$ cat src/rtl/ptw_pkg.sv
package ptw_pkg;
  typedef enum logic [2:0] {
    ST_IDLE, ST_L1_REQ, ST_L1_WAIT, ST_L2_REQ, ST_L2_WAIT, ST_DONE
  } walk_state_e;

  typedef enum logic [1:0] {
    DK_FAULT, DK_TABLE, DK_BLOCK, DK_CONT
  } desc_kind_e;
endpackage

$ cat src/rtl/ptw_desc_decode.sv
module ptw_desc_decode
  import ptw_pkg::*;
#(
  parameter int ADDR_W    = 32,
  parameter int SUPER_BIT = 18
) (
  input  logic [ADDR_W-1:0] desc,
  input  logic              is_l2,
  output desc_kind_e        kind
);
  always_comb begin
    if (desc[1:0] == 2'b00)            kind = DK_FAULT;
    else if (is_l2) begin
      // second level: bit 1 marks the small page, otherwise contiguous page
      if (desc[1])                     kind = DK_BLOCK;
      else                             kind = DK_CONT;
    end else if (desc[1:0] == 2'b01)   kind = DK_TABLE;
    else if (desc[SUPER_BIT])          kind = DK_CONT;
    else                               kind = DK_BLOCK;
  end
endmodule

$ cat src/rtl/ptw_pa_merge.sv
module ptw_pa_merge #(
  parameter int ADDR_W    = 32,
  parameter int L2_IDX_W  = 8,
  parameter int PAGE_W    = 12,
  parameter int CONT_LOG2 = 4
) (
  input  logic [ADDR_W-1:0] desc,
  input  logic [ADDR_W-1:0] va,
  input  logic              is_l2,
  input  logic              cont,
  output logic [ADDR_W-1:0] pa
);
  localparam int L1_OFF = PAGE_W + L2_IDX_W;
  localparam int OFF_W  = $clog2(ADDR_W + 1);

  logic [OFF_W-1:0]  off;
  logic [ADDR_W-1:0] pass_mask;

  always_comb begin
    off = is_l2 ? OFF_W'(PAGE_W) : OFF_W'(L1_OFF);
    if (cont) off = off + OFF_W'(CONT_LOG2);
    pass_mask = ~({ADDR_W{1'b1}} << off);
    pa = (desc & ~pass_mask) | (va & pass_mask);
  end
endmodule

$ cat src/rtl/ptw_addr_gen.sv
module ptw_addr_gen #(
  parameter int ADDR_W   = 32,
  parameter int L2_IDX_W = 8,
  parameter int PAGE_W   = 12
) (
  input  logic [ADDR_W-1:0] ttb,
  input  logic [ADDR_W-1:0] va,
  input  logic [ADDR_W-1:0] tbl_desc,
  input  logic              is_l2,
  output logic [ADDR_W-1:0] addr
);
  localparam int L1_IDX_W  = ADDR_W - L2_IDX_W - PAGE_W;
  localparam int TBL_SHIFT = L2_IDX_W + 2;

  logic [L1_IDX_W-1:0] l1_idx;
  logic [L2_IDX_W-1:0] l2_idx;

  always_comb begin
    l1_idx = va[ADDR_W-1 -: L1_IDX_W];
    l2_idx = va[PAGE_W +: L2_IDX_W];
    if (is_l2) addr = {tbl_desc[ADDR_W-1:TBL_SHIFT], l2_idx, 2'b00};
    else       addr = ttb + ADDR_W'({l1_idx, 2'b00});
  end
endmodule

$ cat src/rtl/ptw_walker.sv
module ptw_walker
  import ptw_pkg::*;
#(
  parameter int ADDR_W    = 32,
  parameter int L2_IDX_W  = 8,
  parameter int PAGE_W    = 12,
  parameter int CONT_LOG2 = 4,
  parameter int SUPER_BIT = 18
) (
  input  logic              clk,
  input  logic              rst_n,
  input  logic [ADDR_W-1:0] ttb_base,
  input  logic              req_valid,
  output logic              req_ready,
  input  logic [ADDR_W-1:0] req_va,
  output logic              mem_req_valid,
  input  logic              mem_req_ready,
  output logic [ADDR_W-1:0] mem_req_addr,
  input  logic              mem_rsp_valid,
  input  logic [ADDR_W-1:0] mem_rsp_data,
  output logic              done,
  output logic [ADDR_W-1:0] done_pa,
  output logic              done_fault
);
  // reset: asynchronous assert, synchronous release
  logic rst_meta, rst_sync_n;
  always_ff @(posedge clk or negedge rst_n) begin
    if (!rst_n) begin
      rst_meta   <= 1'b0;
      rst_sync_n <= 1'b0;
    end else begin
      rst_meta   <= 1'b1;
      rst_sync_n <= rst_meta;
    end
  end

  walk_state_e       state_q, state_d;
  logic [ADDR_W-1:0] va_q, ttb_q, tbl_q, pa_q, pa_d;
  logic              fault_q, fault_d;
  logic              req_en, tbl_en, res_en;
  logic              rsp_is_l2, addr_is_l2;
  desc_kind_e        kind;
  logic [ADDR_W-1:0] merged_pa;

  assign rsp_is_l2  = (state_q == ST_L2_WAIT);
  assign addr_is_l2 = (state_q == ST_L2_REQ);

  ptw_desc_decode #(.ADDR_W(ADDR_W), .SUPER_BIT(SUPER_BIT)) u_decode (
    .desc(mem_rsp_data), .is_l2(rsp_is_l2), .kind(kind)
  );

  ptw_pa_merge #(.ADDR_W(ADDR_W), .L2_IDX_W(L2_IDX_W), .PAGE_W(PAGE_W),
                 .CONT_LOG2(CONT_LOG2)) u_merge (
    .desc(mem_rsp_data), .va(va_q), .is_l2(rsp_is_l2),
    .cont(kind == DK_CONT), .pa(merged_pa)
  );

  ptw_addr_gen #(.ADDR_W(ADDR_W), .L2_IDX_W(L2_IDX_W), .PAGE_W(PAGE_W)) u_addr (
    .ttb(ttb_q), .va(va_q), .tbl_desc(tbl_q), .is_l2(addr_is_l2),
    .addr(mem_req_addr)
  );

  // next state
  always_comb begin
    state_d = state_q;
    req_en  = 1'b0;
    tbl_en  = 1'b0;
    res_en  = 1'b0;
    pa_d    = '0;
    fault_d = 1'b0;
    case (state_q)
      ST_IDLE: if (req_valid) begin
        req_en  = 1'b1;
        state_d = ST_L1_REQ;
      end
      ST_L1_REQ: if (mem_req_ready) state_d = ST_L1_WAIT;
      ST_L2_REQ: if (mem_req_ready) state_d = ST_L2_WAIT;
      ST_L1_WAIT, ST_L2_WAIT: if (mem_rsp_valid) begin
        if (kind == DK_TABLE && !rsp_is_l2) begin
          tbl_en  = 1'b1;
          state_d = ST_L2_REQ;
        end else begin
          res_en  = 1'b1;
          fault_d = (kind == DK_FAULT);
          pa_d    = (kind == DK_FAULT) ? '0 : merged_pa;
          state_d = ST_DONE;
        end
      end
      ST_DONE: state_d = ST_IDLE;
      default: state_d = ST_IDLE;
    endcase
  end

  // registers
  always_ff @(posedge clk or negedge rst_sync_n) begin
    if (!rst_sync_n) begin
      state_q <= ST_IDLE;
      va_q    <= '0;
      ttb_q   <= '0;
      tbl_q   <= '0;
      pa_q    <= '0;
      fault_q <= 1'b0;
    end else begin
      state_q <= state_d;
      if (req_en) begin
        va_q  <= req_va;
        ttb_q <= ttb_base;
      end
      if (tbl_en) tbl_q <= mem_rsp_data;
      if (res_en) begin
        pa_q    <= pa_d;
        fault_q <= fault_d;
      end
    end
  end

  assign req_ready     = (state_q == ST_IDLE);
  assign mem_req_valid = (state_q == ST_L1_REQ) || (state_q == ST_L2_REQ);
  assign done          = (state_q == ST_DONE);
  assign done_pa       = pa_q;
  assign done_fault    = fault_q;

  assert_hold_req_R10: assert property (@(posedge clk) disable iff (!rst_sync_n)
    (mem_req_valid && !mem_req_ready) |=> (mem_req_valid && $stable(mem_req_addr)));

  assert_done_pulse_R9: assert property (@(posedge clk) disable iff (!rst_sync_n)
    done |=> (!done && req_ready));

  assert_fault_zero_pa_R9: assert property (@(posedge clk) disable iff (!rst_sync_n)
    (done && done_fault) |-> (done_pa == '0));

  assert_l1_invalid_R2: assert property (@(posedge clk) disable iff (!rst_sync_n)
    (state_q == ST_L1_WAIT && mem_rsp_valid && mem_rsp_data[1:0] == 2'b00)
      |=> (done && done_fault && !mem_req_valid));

  assert_l2_invalid_R8: assert property (@(posedge clk) disable iff (!rst_sync_n)
    (state_q == ST_L2_WAIT && mem_rsp_valid && mem_rsp_data[1:0] == 2'b00)
      |=> (done && done_fault));

  assert_l2_no_follow_R7: assert property (@(posedge clk) disable iff (!rst_sync_n)
    (state_q == ST_L2_WAIT && mem_rsp_valid) |=> (done && !mem_req_valid));
endmodule

$ cat config.mk
export PLATFORM = sky130hd
export DESIGN_NAME = ptw_walker
export DESIGN_NICKNAME = d
export VERILOG_FILES = /design/src/rtl/ptw_pkg.sv /design/src/rtl/ptw_desc_decode.sv /design/src/rtl/ptw_pa_merge.sv /design/src/rtl/ptw_addr_gen.sv /design/src/rtl/ptw_walker.sv
export SDC_FILE = /design/constraint.sdc
export NUM_CORES = 1
export LEC_CHECK = 0
export BUFFER_PORTS_ARGS = -buffer_cell sky130_fd_sc_hd__buf_2
export CELL_PAD_IN_SITES_DETAIL_PLACEMENT = 1
export CELL_PAD_IN_SITES_GLOBAL_PLACEMENT = 2
export CORE_MARGIN = 3
export CORE_UTILIZATION = 36
export DETAILED_ROUTE_END_ITERATION = 12
export HOLD_SLACK_MARGIN = 0.02
export PLACE_DENSITY = 0.81
export SLEW_MARGIN = 25
export SYNTH_ARGS = -nofsm -noshare
export SYNTH_HDL_FRONTEND = slang
export SYNTH_SLANG_ARGS = --single-unit
$ cat constraint.sdc
create_clock -name clk -period 6.61 [get_ports clk]
set_input_delay 0.3305 -clock clk [delete_from_list [all_inputs] [get_ports clk]]
set_output_delay 0.3305 -clock clk [all_outputs]
set_load 0.03 [all_outputs]
# Word level (Yosys, flattened, before mapping)
# Cells that the tools add are included.
[classes]
shifts = 1
n_mux = 29
reduce_logical = 8
n_eq_ne = 12
n_bitwise = 5
n_addsub = 2
[ops]
columns = ["operator", "count"]
rows = [
  ["32-bit 2-to-1 mux", 5],
  ["32-bit AND", 2],
  ["32-bit NOT", 2],
  ["32-bit by 14-bit adder with 32-bit output", 1],
  ["32-bit bitwise OR", 1],
  ["32-bit by 6-bit << shifter with 32-bit output (first input constant)", 1],
  ["3-bit 2-to-1 mux", 5],
  ["1-bit 2-to-1 mux", 13],
  ["3-bit one-hot mux with 4 select lines", 1],
  ["2-bit != test (second input constant)", 4],
  ["6-bit by 3-bit adder with 6-bit output (second input constant)", 1],
  ["3-bit by 2-bit == test with 1-bit output (second input constant)", 2],
  ["3-bit == test (second input constant)", 2],
  ["2-bit 2-to-1 mux", 3],
  ["6-bit 2-to-1 mux", 1],
  ["5-bit 2-to-1 mux", 1],
  ["2-bit by 1-bit == test with 1-bit output (second input constant)", 2],
  ["2-bit zero test", 2],
  ["4-bit AND reduction", 1],
  ["3-bit by 1-bit == test with 1-bit output (second input constant)", 1],
  ["3-bit zero test", 1],
  ["2-bit == test (second input constant)", 1],
  ["2-bit OR reduction", 1],
  ["1-bit logical AND", 1],
  ["2 further kinds", 2],
]
[word_totals]
wordCells = 65
ff_bits = 134
in_bits = 101

# Logic depth before layout (Yosys ltp)
[depth]
word_depth = 15
depth_mapped = 10

# Modules after synthesis
# Synthesis repeated with hierarchy kept, for this count alone.
[hier_totals]
hier_cells = 693
hier_area_um2 = 7676.1
[modules_own_cells]
columns = ["mod", "seq_area_each_um2", "area_per_inst_um2", "cells_each", "instances"]
rows = [
  ["ptw_walker", 3353.2, 5726.7, 418, 1],
  ["ptw_addr_gen", 0.0, 1492.7, 227, 1],
  ["ptw_pa_merge", 0.0, 431.7, 44, 1],
  ["ptw_desc_decode", 0.0, 25.0, 4, 1],
]

# Worst setup path before layout
# Ideal clock, no wire load.
[synth_path]
kind = "reg-to-output"
start = "register ttb_q[2]"
end = "output port mem_req_addr[20]"
stages_incl_launch_ff = 9
n_path_buf = 0
arrival_time_ns = 2.638
setup_slack_ns = 3.641
path_cell_list = "dfrtp_1 > ha_1 > fa_1 > a211oi_1 > o21ai_0 > a211oi_2 > nor3b_1 > xnor2_1 > a21oi_1"
[synth_via]
elab_chain_len = 2
[synth_rtl]
columns = ["item", "line", "rtl"]
rows = [
  ["start: declaration", "ptw_walker.sv:38", "logic [ADDR_W-1:0] va_q, ttb_q, tbl_q, pa_q, pa_d;"],
  ["start signal: assignment", "ptw_walker.sv:107", "ttb_q <= ttb_base;"],
  ["32-bit by 14-bit adder with 32-bit output", "ptw_addr_gen.sv:22", "else addr = ttb + ADDR_W'({l1_idx, 2'b00});"],
  ["32-bit 2-to-1 mux", "ptw_addr_gen.sv:21", "if (is_l2) addr = {tbl_desc[ADDR_W-1:TBL_SHIFT], l2_idx, 2'b00};"],
  ["end: declaration", "ptw_walker.sv:18", "output logic [ADDR_W-1:0] mem_req_addr,"],
]
# No other way between the ends.

# Worst setup path after layout
[layout_path]
start = "register va_q[20]"
end = "output port mem_req_addr[24]"
[layout_via]
elab_chain_len = 2
[layout_rtl]
columns = ["item", "line", "rtl"]
rows = [
  ["start: declaration", "ptw_walker.sv:38", ""],
  ["start signal: assignment", "ptw_walker.sv:106", "va_q <= req_va;"],
  ["32-bit by 14-bit adder with 32-bit output", "ptw_addr_gen.sv:22", ""],
  ["32-bit 2-to-1 mux", "ptw_addr_gen.sv:21", ""],
]
# No other way between the ends.

==> impl_metrics.ini <==
[status]
outcome = completed

[drt]
vias = 4782
wl_met1_um = 7550
ant_nets = 0
dr_wl_met3_um = 885
wl_per_cell_um = 18.8
remaining_drc_errors = 0
highest_layer = met5
drt-total-wl_um = 17500
viasPerCell = 5.13
dr_wl_met2_um = 8700
firstDrtPassIters = 4
drt_iter0_markers = 164

[sta]
setup_viol = 0
drv_slew = 0
fin_setup_tns_ns = 0
hold_ws_ns = 0.140
maxSlewHeadroom_pct = 34.3
period_needed_ns = 3.86
skew_ns = 0.00783
period_share_pct = 58.4
max_clock_freq_ghz = 0.259
tightest_slew_ns = 0.982
hold_viol = 0
rsz0062_at_grt = false
fin_ws_ns = 2.75

[floorplanning]
fp.dieH_um = 137
core_region_area_sq_um = 16700
io_pins = 169
initial_utilization_pct = 37.0
die_x_um = 137
row_count = 47
fp.dieArea_sq_um = 18800

[clock_tree]
ctsResizeCount = 0
clk_pin_slew_ns = 0.06
cts_tree = yes
cts_root_buf = clkbuf_16
clock_path_buffers = 2
cts_made_buffers = 17
clk_latency_ns = 0.42
htree_num_levels = 4
cts.sinks = 124

[pwr]
p_per_area_nw_per_um2 = 618
power.total_w = 0.00480
p_leak_nw = 3.71
peakVddDrop_mv = 0.551

[min_path]
min_path_cells = 2
hp-class = in -> reg

[cells_and_area]
finalNetCount = 817
areaGrowthSynthToFinish_pct = 25.5
drive_gt1_share_pct = 43.3
design_area_sq_um = 7760
final_cell_mix = buf_2 (166), dfrtp_1 (123), mux2_2 (90)
layout_commonest_cell = buf_2

[setup_path]
crit_arrival_ns = 3.53
rr_endpoint = done_pa[6]$_DFFE_PN0P_
r2r_cells = 5
cp.required_ns = 6.28
crit_end = mem_req_addr[24]
crit_type = reg -> out
r2r_start = state_q[1]$_DFFE_PN0P_
r2r_setup_slack_ns = 3.88
cp_max_fo = 7
start_kind = flip-flop
worstSetupEndpointType = output pin
crit_start = va_q[20]$_DFFE_PN0P_

[logic_synthesis]
syn_area_per_cell_sq_um = 11.6
yosys_warnings = 0
synth_fp_nets = 653
synth_top_flop_cell = dfrtp_1
synthArstFlopShare_pct = 100
synth_seq_cells = 124
netlist_instances = 535
yosysSeqAreaShare_pct = 50.2
yosysUniqueCellTypes = 55
synth_edf_count = 0
syn_area_sq_um = 6180

[global_route]
grt_pass1_wl_um = 27200
grt_usage_pct = 19.1
antenna_found_initial = 2
grt_max_degree = 75
grt-ovfl-total = 0
grt_pass1_vias = 5125

[place]
port_buffers = 166
hpwl_um = 13000
gp_congestion = 0.834
pre_cts_ws_ns = 3.26
dpl_cell_area_sq_um = 7190

[job]
max_cap_violations = 0
-- power by group --
part | switching, W | internal [W] | total [W]
clock network | 0.000340 | 0.000533 | 0.000873
registers | 0.000265 | 0.00110 | 0.00137
logic | 0.00159 | 0.000967 | 0.00256
-- cell families (layout without fill, tap and decap cells) --
kind of cell	after synthesis	in the layout	share of synthesized area [%]
AOI/OAI and AO/OA	111	111	11.3
xor gates and xnor gates	27	27	3.82
adders and majority gates	17	17	3.56
buffers and inverters	32	209	2.71
DFF	124	124	50.2
muxes	110	110	19.6
other	1	2	0.0606
and+or+nand+nor	113	113	8.78
-- metrics by stage --
stage          util [%]  instances
2_1_floorplan         -        535
3_3_place_gp       43.0        899
3_5_place_dp       43.0        899
4_1_cts            46.4        932
5_1_grt            46.4        932
6_report           46.5        933
-- cell type report --
| class | count | area (sq um) |
|---|---|---|
| fillers | 1858 | 8940 |
| multi-input cells | 379 | 2920 |
| flip-flops and latches | 124 | 3110 |
| diodes | 1 | 2.50 |
| clock inverters | 11 | 95.1 |
| clock buffers | 21 | 460 |
| inverters | 6 | 22.5 |
| well taps | 220 | 275 |
| repair buffers | 171 | 875 |
-- layer usage --
| layer | vias up | global-route usage, % |
|---|---|---|
| met5 | - | 0 |
| met4 | 4 | 6.43 |
| met3 | 27 | 4.89 |
| met2 | 118 | 31.7 |
| met1 | 2397 | 24.2 |
| li1 | 2236 | - |
-- how the worst min path moves through the flow --
stage / start / end
floorplan: rst_n / rst_meta$_DFF_PN0_
global placement: rst_n / rst_meta$_DFF_PN0_
detailed placement: rst_n / rst_meta$_DFF_PN0_
CTS: req_va[9] / va_q[9]$_DFFE_PN0P_
global route: req_va[5] / va_q[5]$_DFFE_PN0P_
finish: ttb_base[23] / ttb_q[23]$_DFFE_PN0P_
-- registers in the layout, indices dropped and copies added (netlist names) --
register and cells:
tbl_q 22, done_pa 32, state_q 3, rst_sync_n 1, rst_meta 1, va_q 32, done_fault 1, ttb_q 32
-- cell usage after synthesis, types with 4 or more instances --
| cell type | count | area share (%) |
|---|---|---|
| a21o_1 | 4 | 0.49 |
| a21oi_1 | 44 | 3.6 |
| a22o_1 | 12 | 1.7 |
| and2_1 | 4 | 0.40 |
| and3_1 | 6 | 0.61 |
| buf_1 | 4 | 0.24 |
| buf_2 | 9 | 0.73 |
| clkbuf_1 | 7 | 0.43 |
| dfrtp_1 | 124 | 50 |
| ha_1 | 16 | 3.2 |
| inv_1 | 5 | 0.30 |
| mux2_2 | 90 | 16 |
| mux2i_1 | 20 | 3.2 |
| nand2_1 | 40 | 2.4 |
| nand3_1 | 5 | 0.40 |
| nor2_1 | 32 | 1.9 |
| nor2b_1 | 5 | 0.51 |
| nor3_1 | 7 | 0.57 |
| o211ai_1 | 4 | 0.49 |
| o21ai_0 | 27 | 2.2 |
| xnor2_1 | 12 | 1.7 |
| xor2_1 | 15 | 2.1 |
-- critical path, cell delays in order (launching register included) --
cell and delay (ns):
dfrtp_1 0.40, ha_1 0.23, fa_1 0.45, a211oi_1 0.35, o21ai_0 0.29, a211oi_2 0.65, nor3_1 0.14, xnor2_1 0.16
a21oi_1 0.20, buf_2 0.24
-- timing repair --
action                                  4_1_cts  5_1_grt
hold endpoints to repair                      2        0
buffers inserted                              0        0
hold buffers                                  1        0
endpoints found under the setup margin        0        0
Note: power is estimated with default switching activity, not from simulation.
